### config.mk
export PLATFORM = sky130hd
export DESIGN_NAME = fwd_interlock_unit
export DESIGN_NICKNAME = d
export VERILOG_FILES = /design/src/rtl/hz_pkg.sv /design/src/rtl/hz_src_match.sv /design/src/rtl/hz_fwd_pick.sv /design/src/rtl/hz_load_use.sv /design/src/rtl/hz_stage_reg.sv /design/src/rtl/fwd_interlock_unit.sv
export SDC_FILE = /design/constraint.sdc
export NUM_CORES = 1
export LEC_CHECK = 0
export BUFFER_PORTS_ARGS = -buffer_cell sky130_fd_sc_hd__buf_2
export CORE_MARGIN = 3
export CORE_UTILIZATION = 54
export CTS_BUF_LIST = sky130_fd_sc_hd__clkbuf_8
export DETAILED_ROUTE_END_ITERATION = 10
export PLACE_DENSITY = 0.79
export SYNTH_ARGS = -nofsm -noshare
export SYNTH_HDL_FRONTEND = slang
export SYNTH_SLANG_ARGS = --single-unit
### constraint.sdc
create_clock -name clk -period 2.15 [get_ports clk]
set_input_delay 0.1075 -clock clk [delete_from_list [all_inputs] [get_ports clk]]
set_output_delay 0.1075 -clock clk [all_outputs]
set_load 0.03 [all_outputs]
### src/rtl/hz_pkg.sv
package hz_pkg;

  typedef enum logic [1:0] {
    SEL_RF    = 2'b00,
    SEL_MEMWB = 2'b01,
    SEL_EXMEM = 2'b10
  } fwd_sel_e;

  localparam int unsigned NUM_SRC = 2;

endpackage

### src/rtl/hz_src_match.sv
module hz_src_match #(
  parameter int unsigned AW = 5
) (
  input  logic [AW-1:0] src,
  input  logic [AW-1:0] prod_rd,
  input  logic          prod_wen,
  output logic          hit
);
  // a producer counts only if it really writes a nonzero register
  always_comb hit = prod_wen && (prod_rd != '0) && (prod_rd == src);
endmodule

### src/rtl/hz_fwd_pick.sv
module hz_fwd_pick
  import hz_pkg::*;
#(
  parameter int unsigned AW = 5
) (
  input  logic [AW-1:0] src,
  input  logic [AW-1:0] near_rd,   // will be in EX/MEM next cycle
  input  logic          near_wen,
  input  logic [AW-1:0] far_rd,    // will be in MEM/WB next cycle
  input  logic          far_wen,
  output fwd_sel_e      sel
);
  logic near_hit, far_hit;

  hz_src_match #(.AW(AW)) u_near (
    .src(src), .prod_rd(near_rd), .prod_wen(near_wen), .hit(near_hit)
  );
  hz_src_match #(.AW(AW)) u_far (
    .src(src), .prod_rd(far_rd), .prod_wen(far_wen), .hit(far_hit)
  );

  // younger result has priority
  always_comb begin
    if (near_hit)     sel = SEL_EXMEM;
    else if (far_hit) sel = SEL_MEMWB;
    else              sel = SEL_RF;
  end
endmodule

### src/rtl/hz_load_use.sv
module hz_load_use
  import hz_pkg::*;
#(
  parameter int unsigned AW = 5
) (
  input  logic [NUM_SRC-1:0][AW-1:0] src,
  input  logic [NUM_SRC-1:0]         src_used,
  input  logic [AW-1:0]              ex_rd,
  input  logic                       ex_wen,
  input  logic                       ex_is_load,
  output logic                       stall
);
  logic [NUM_SRC-1:0] hit;

  for (genvar g = 0; g < NUM_SRC; g++) begin : g_src
    hz_src_match #(.AW(AW)) u_m (
      .src(src[g]), .prod_rd(ex_rd), .prod_wen(ex_wen && ex_is_load), .hit(hit[g])
    );
  end

  always_comb stall = |(hit & src_used);
endmodule

### src/rtl/hz_stage_reg.sv
module hz_stage_reg #(
  parameter int unsigned W = 8
) (
  input  logic         clk,
  input  logic         rst,
  input  logic         en,
  input  logic         clr,
  input  logic [W-1:0] d,
  output logic [W-1:0] q
);
  always_ff @(posedge clk) begin
    if (rst || clr) q <= '0;
    else if (en)    q <= d;
  end
endmodule

### src/rtl/fwd_interlock_unit.sv
module fwd_interlock_unit
  import hz_pkg::*;
#(
  parameter int unsigned AW = 5
) (
  input  logic          clk,
  input  logic          rst,
  input  logic          if_valid,
  input  logic [AW-1:0] if_rs1,
  input  logic [AW-1:0] if_rs2,
  input  logic          if_use_rs1,
  input  logic          if_use_rs2,
  input  logic [AW-1:0] if_rd,
  input  logic          if_wen,
  input  logic          if_load,
  input  logic          if_store,
  output logic          stall,
  output logic [1:0]    ex_sel_a,
  output logic [1:0]    ex_sel_b,
  output logic          ex_valid,
  output logic [AW-1:0] ex_rd,
  output logic          ex_wen,
  output logic          ex_load,
  output logic          ex_store,
  output logic [AW-1:0] mem_rd,
  output logic          mem_wen,
  output logic [AW-1:0] wb_rd,
  output logic          wb_wen
);

  // decode-stage view
  typedef struct packed {
    logic          valid;
    logic [AW-1:0] rs1;
    logic [AW-1:0] rs2;
    logic          use1;
    logic          use2;
    logic [AW-1:0] rd;
    logic          wen;
    logic          ld;
    logic          st;
  } dec_t;

  // execute stage needs no source numbers: selects are precomputed
  typedef struct packed {
    logic          valid;
    logic [AW-1:0] rd;
    logic          wen;
    logic          ld;
    logic          st;
    logic [1:0]    sel_a;
    logic [1:0]    sel_b;
  } exe_t;

  typedef struct packed {
    logic [AW-1:0] rd;
    logic          wen;
  } dst_t;

  localparam int unsigned DEC_W = $bits(dec_t);
  localparam int unsigned EXE_W = $bits(exe_t);
  localparam int unsigned DST_W = $bits(dst_t);

  dec_t fetch_op, ifid_q;
  exe_t idex_d, idex_q;
  dst_t exmem_d, exmem_q, memwb_q;

  logic [NUM_SRC-1:0][AW-1:0] dec_src;
  logic [NUM_SRC-1:0]         dec_used;
  fwd_sel_e [NUM_SRC-1:0]     dec_sel;
  logic                       hold;

  // an invalid fetch enters as an all-zero bubble
  always_comb begin
    fetch_op = '0;
    if (if_valid) begin
      fetch_op.valid = 1'b1;
      fetch_op.rs1   = if_rs1;
      fetch_op.rs2   = if_rs2;
      fetch_op.use1  = if_use_rs1;
      fetch_op.use2  = if_use_rs2;
      fetch_op.rd    = if_rd;
      fetch_op.wen   = if_wen;
      fetch_op.ld    = if_load;
      fetch_op.st    = if_store;
    end
  end

  hz_stage_reg #(.W(DEC_W)) u_ifid (
    .clk(clk), .rst(rst), .en(!hold), .clr(1'b0), .d(fetch_op), .q(ifid_q)
  );

  always_comb begin
    dec_src[0]  = ifid_q.rs1;
    dec_src[1]  = ifid_q.rs2;
    dec_used[0] = ifid_q.use1;
    dec_used[1] = ifid_q.use2;
  end

  // select chosen one stage early: ID/EX becomes EX/MEM, EX/MEM becomes MEM/WB
  for (genvar g = 0; g < NUM_SRC; g++) begin : g_pick
    hz_fwd_pick #(.AW(AW)) u_pick (
      .src(dec_src[g]),
      .near_rd(idex_q.rd), .near_wen(idex_q.wen),
      .far_rd(exmem_q.rd), .far_wen(exmem_q.wen),
      .sel(dec_sel[g])
    );
  end

  hz_load_use #(.AW(AW)) u_lu (
    .src(dec_src), .src_used(dec_used),
    .ex_rd(idex_q.rd), .ex_wen(idex_q.wen), .ex_is_load(idex_q.ld),
    .stall(hold)
  );

  always_comb begin
    idex_d.valid = ifid_q.valid;
    idex_d.rd    = ifid_q.rd;
    idex_d.wen   = ifid_q.wen;
    idex_d.ld    = ifid_q.ld;
    idex_d.st    = ifid_q.st;
    idex_d.sel_a = dec_sel[0];
    idex_d.sel_b = dec_sel[1];
  end

  // a stall clears ID/EX, which is the bubble
  hz_stage_reg #(.W(EXE_W)) u_idex (
    .clk(clk), .rst(rst), .en(1'b1), .clr(hold), .d(idex_d), .q(idex_q)
  );

  always_comb begin
    exmem_d.rd  = idex_q.rd;
    exmem_d.wen = idex_q.wen;
  end

  hz_stage_reg #(.W(DST_W)) u_exmem (
    .clk(clk), .rst(rst), .en(1'b1), .clr(1'b0), .d(exmem_d), .q(exmem_q)
  );

  hz_stage_reg #(.W(DST_W)) u_memwb (
    .clk(clk), .rst(rst), .en(1'b1), .clr(1'b0), .d(exmem_q), .q(memwb_q)
  );

  always_comb begin
    stall    = hold;
    ex_sel_a = idex_q.sel_a;
    ex_sel_b = idex_q.sel_b;
    ex_valid = idex_q.valid;
    ex_rd    = idex_q.rd;
    ex_wen   = idex_q.wen;
    ex_load  = idex_q.ld;
    ex_store = idex_q.st;
    mem_rd   = exmem_q.rd;
    mem_wen  = exmem_q.wen;
    wb_rd    = memwb_q.rd;
    wb_wen   = memwb_q.wen;
  end

endmodule

==> out/qor.txt <==
area of the multi-input gates -> 948.4 µm²
CP arrival -> 1.77 ns
Die X -> 65.78 µm
Critical Path RT -> 2.04 ns
Post-Layout Cell Count -> 278
R2R Setup Slk -> 0.32 ns
RSZ-0062 raised after global routing -> no
pin slew with the least headroom to its limit -> 1.023 ns
CTS max path bufs -> 2
status -> finished, final reports clean
Placer Congestion -> 0.8310
mean post-synth cell area -> 10.66 µm²
Post-Route Skew -> 0.004458 ns
clk_lat worst skew -> 0.29 ns
register bit count reported by yosys -> 46
CTS resizes -> 0
largest cells by area after synthesis -> dfxtp_1, mux2i_1, nand2b_1, xor2_1, nor3b_2
synth-to-layout area growth -> 19.78%
final setup violation count -> 0
CTS tree -> built
number of flops mapped to enable cells by yosys -> 0
share of the synthesized area in the top cell type -> 47.73%
ys flop type -> dfxtp_1
Hold Path Cell Cnt -> 3
I/O Buffers -> 48
crit-path max cell delay -> 0.53 ns
CP endpoint -> stall
post-layout min period -> 1.873 ns
H-Tree Depth -> 2
Power Dens Cells -> 666.9 nW/µm²
global route overflow -> 0
Yosys cell types -> 25
post-synthesis sequential area ratio -> 47.73%
largest net degree at the start of global routing -> 51
setup TNS -> 0 ns
critical path, cell by cell -> or4_1, o21a_1, nand2_4, nor2_4, buf_2
# diodes -> 0
Cell Area, Placed -> 2206 µm²
RR Startpoint -> u_idex.q[8]$_SDFF_PP0_
Rel. slew slack -> 31.66%
number of fill cells -> 260
CP max stage cell -> or4_1
core box area -> 3390 µm²
warnings from Yosys -> 0
Final ANT Viol Nets -> 0
fmax -> 533.9 MHz
DR iter-0 viols -> 61
Peak VDD IR -> 0.4975 mV
routed wire length -> 3803 µm
via count -> 1409
CTS Buf Count -> 5
cells after synthesis -> 181
Slew Viols, Final -> 0
Leak -> 1.023 nW
CTS root buffer -> clkbuf_8
worst min-delay path class -> in -> reg
Worst R2R End -> u_idex.q[8]$_SDFF_PP0_
Final Hold Viols -> 0
DRC -> 0
vias in the first global route -> 1344
Syn Nets -> 204
Worst Setup SP -> u_idex.q[8]$_SDFF_PP0_
1st-pass router iterations -> 4
clock-pin slew on the worst setup and hold paths -> 0.08 ns
clock sink count -> 46
Setup CP Type -> reg -> out
Via-to-Cell Ratio -> 5.068
crit path max fanout -> 5
crit path launch type -> register
die area -> 4326 µm²
number of max-cap violations -> 0
share of cells above drive strength 1 -> 31.47%
fin area -> 2311 µm²
first-pass GRT wire length -> 6216 µm
Tot Pwr -> 0.001541 W
Ports -> 49
GRT Overall Usage -> 18.95%
Reg2Reg Depth -> 7
Synth async-reset ratio -> 0%
Netlist Area Pre-Place -> 1929 µm²
largest area contributor in the netlist -> dfxtp_1
Initial Utilization -> 56.92%
critical path endpoint category -> primary output
average wire per standard cell -> 13.68 µm
initial antenna violation count -> 0
# nets final -> 256
Die Y -> 65.78 µm
Rows -> 21
placed cell count -> 269
fin crit share -> 87.12%
sequential cell area -> 920.9 µm²
==> cells by family after synthesis <==
kind of cell    after synthesis  synth area share, %
simple gates                 80                27.50
flops                        46                47.73
xor+xnor                     20                9.079
mux                          20                10.38
buf+inv                      10                3.112
compound gates                5                2.205
==> state kept, by name (all words and copies together) (netlist names) <==
signal	cells
u_exmem.q	6
u_idex.q	13
u_ifid.q	21
u_memwb.q	6
==> power breakdown <==
group          switching (W)  internal [W]
Combinational      0.0000724     0.0000637
Sequential         0.0000220      0.000876
Clock               0.000260      0.000248
Total               0.000354       0.00119
==> synth_stat cells (all sizes together) (2+ instances only) <==
| cell type | n |
|---|---|
| clkbuf | 6 |
| nor3 | 9 |
| buf | 3 |
| nor3b | 8 |
| o21ai | 2 |
| nor2 | 2 |
| nand4 | 3 |
| nand3b | 6 |
| nand2 | 15 |
| or4 | 2 |
| mux2i | 20 |
| dfxtp | 46 |
| nand2b | 20 |
| nor2b | 13 |
| xor2 | 14 |
| xnor2 | 6 |
==> worst min path at each step <==
stage	start	end	slack [ns]
6_report	if_rs1[2]	u_ifid.q[17]$_SDFFE_PP0N_	0.05
5_1_grt	if_rs1[3]	u_ifid.q[18]$_SDFFE_PP0N_	0.05
4_1_cts	if_rs1[2]	u_ifid.q[17]$_SDFFE_PP0N_	0.04
3_5_place_dp	if_rs1[2]	u_ifid.q[17]$_SDFFE_PP0N_	0.36
3_3_place_gp	if_rd[3]	u_ifid.q[6]$_SDFFE_PP0N_	0.35
2_1_floorplan	rst	u_memwb.q[0]$_SDFF_PP0_	0.19
==> metrics by stage <==
| stage | hold slack, ns | util, % | setup slack (ns) |
|---|---|---|---|
| 3_5_place_dp | 0.3598 | 65.08 | 0.2299 |
| 2_1_floorplan | 0.1876 | - | 0.3563 |
| 5_1_grt | 0.04690 | 68.18 | 0.1460 |
| 4_1_cts | 0.04480 | 67.52 | 0.08315 |
| 3_3_place_gp | 0.3498 | 65.08 | 0.3268 |
| 6_report | 0.04745 | 68.18 | 0.2770 |
==> critical path, delay by kind of cell (launching register included) <==
| kind | cells | cell delay [ns] |
|---|---|---|
| buffers and inverters | 1 | 0.19 |
| flip-flops | 1 | 0.36 |
| AO/OA/AOI/OAI | 1 | 0.23 |
| AND/OR/NAND/NOR | 3 | 0.69 |
==> cell type report <==
class / instances / share of cell area [%]
Inverter: 1 / 0.1624
Tap cell: 46 / 2.491
Timing Repair Buffer: 54 / 12.89
Multi-Input combinational cell: 125 / 41.04
Clock buffer: 6 / 3.573
Sequential cell: 46 / 39.85
==> placed cells by master (no fill, tap or decap), drive strengths merged <==
| cell type | n |
|---|---|
| o21ai | 2 |
| or4 | 2 |
| nand2b | 20 |
| nor3b | 8 |
| mux2i | 20 |
| xnor2 | 6 |
| clkbuf | 6 |
| inv | 1 |
| buf | 54 |
| nor2b | 13 |
| nand3b | 6 |
| nor3 | 9 |
| and3 | 1 |
| xor2 | 14 |
| a32oi | 1 |
| nor2 | 2 |
| nand2 | 15 |
| dfxtp | 46 |
| o21a | 1 |
| o41ai | 1 |
| nand3 | 1 |
| nand4 | 3 |
==> repair_timing <==
| action | CTS | global route |
|---|---|---|
| setup buffers | 0 | 3 |
| endpoints found under the setup margin | 0 | 1 |
| hold buffers | 0 | 0 |
==> layer usage <==
layer  track usage (%)  part of all wire [%]  routed length, µm
met2             31.04                    48               1844
met5                 0                     0                  0
met3             4.082                   5.6                213
met1             24.09                    44               1682
met4             7.772                   1.7                 63
No activity file was read; power rests on OpenSTA's default activity.
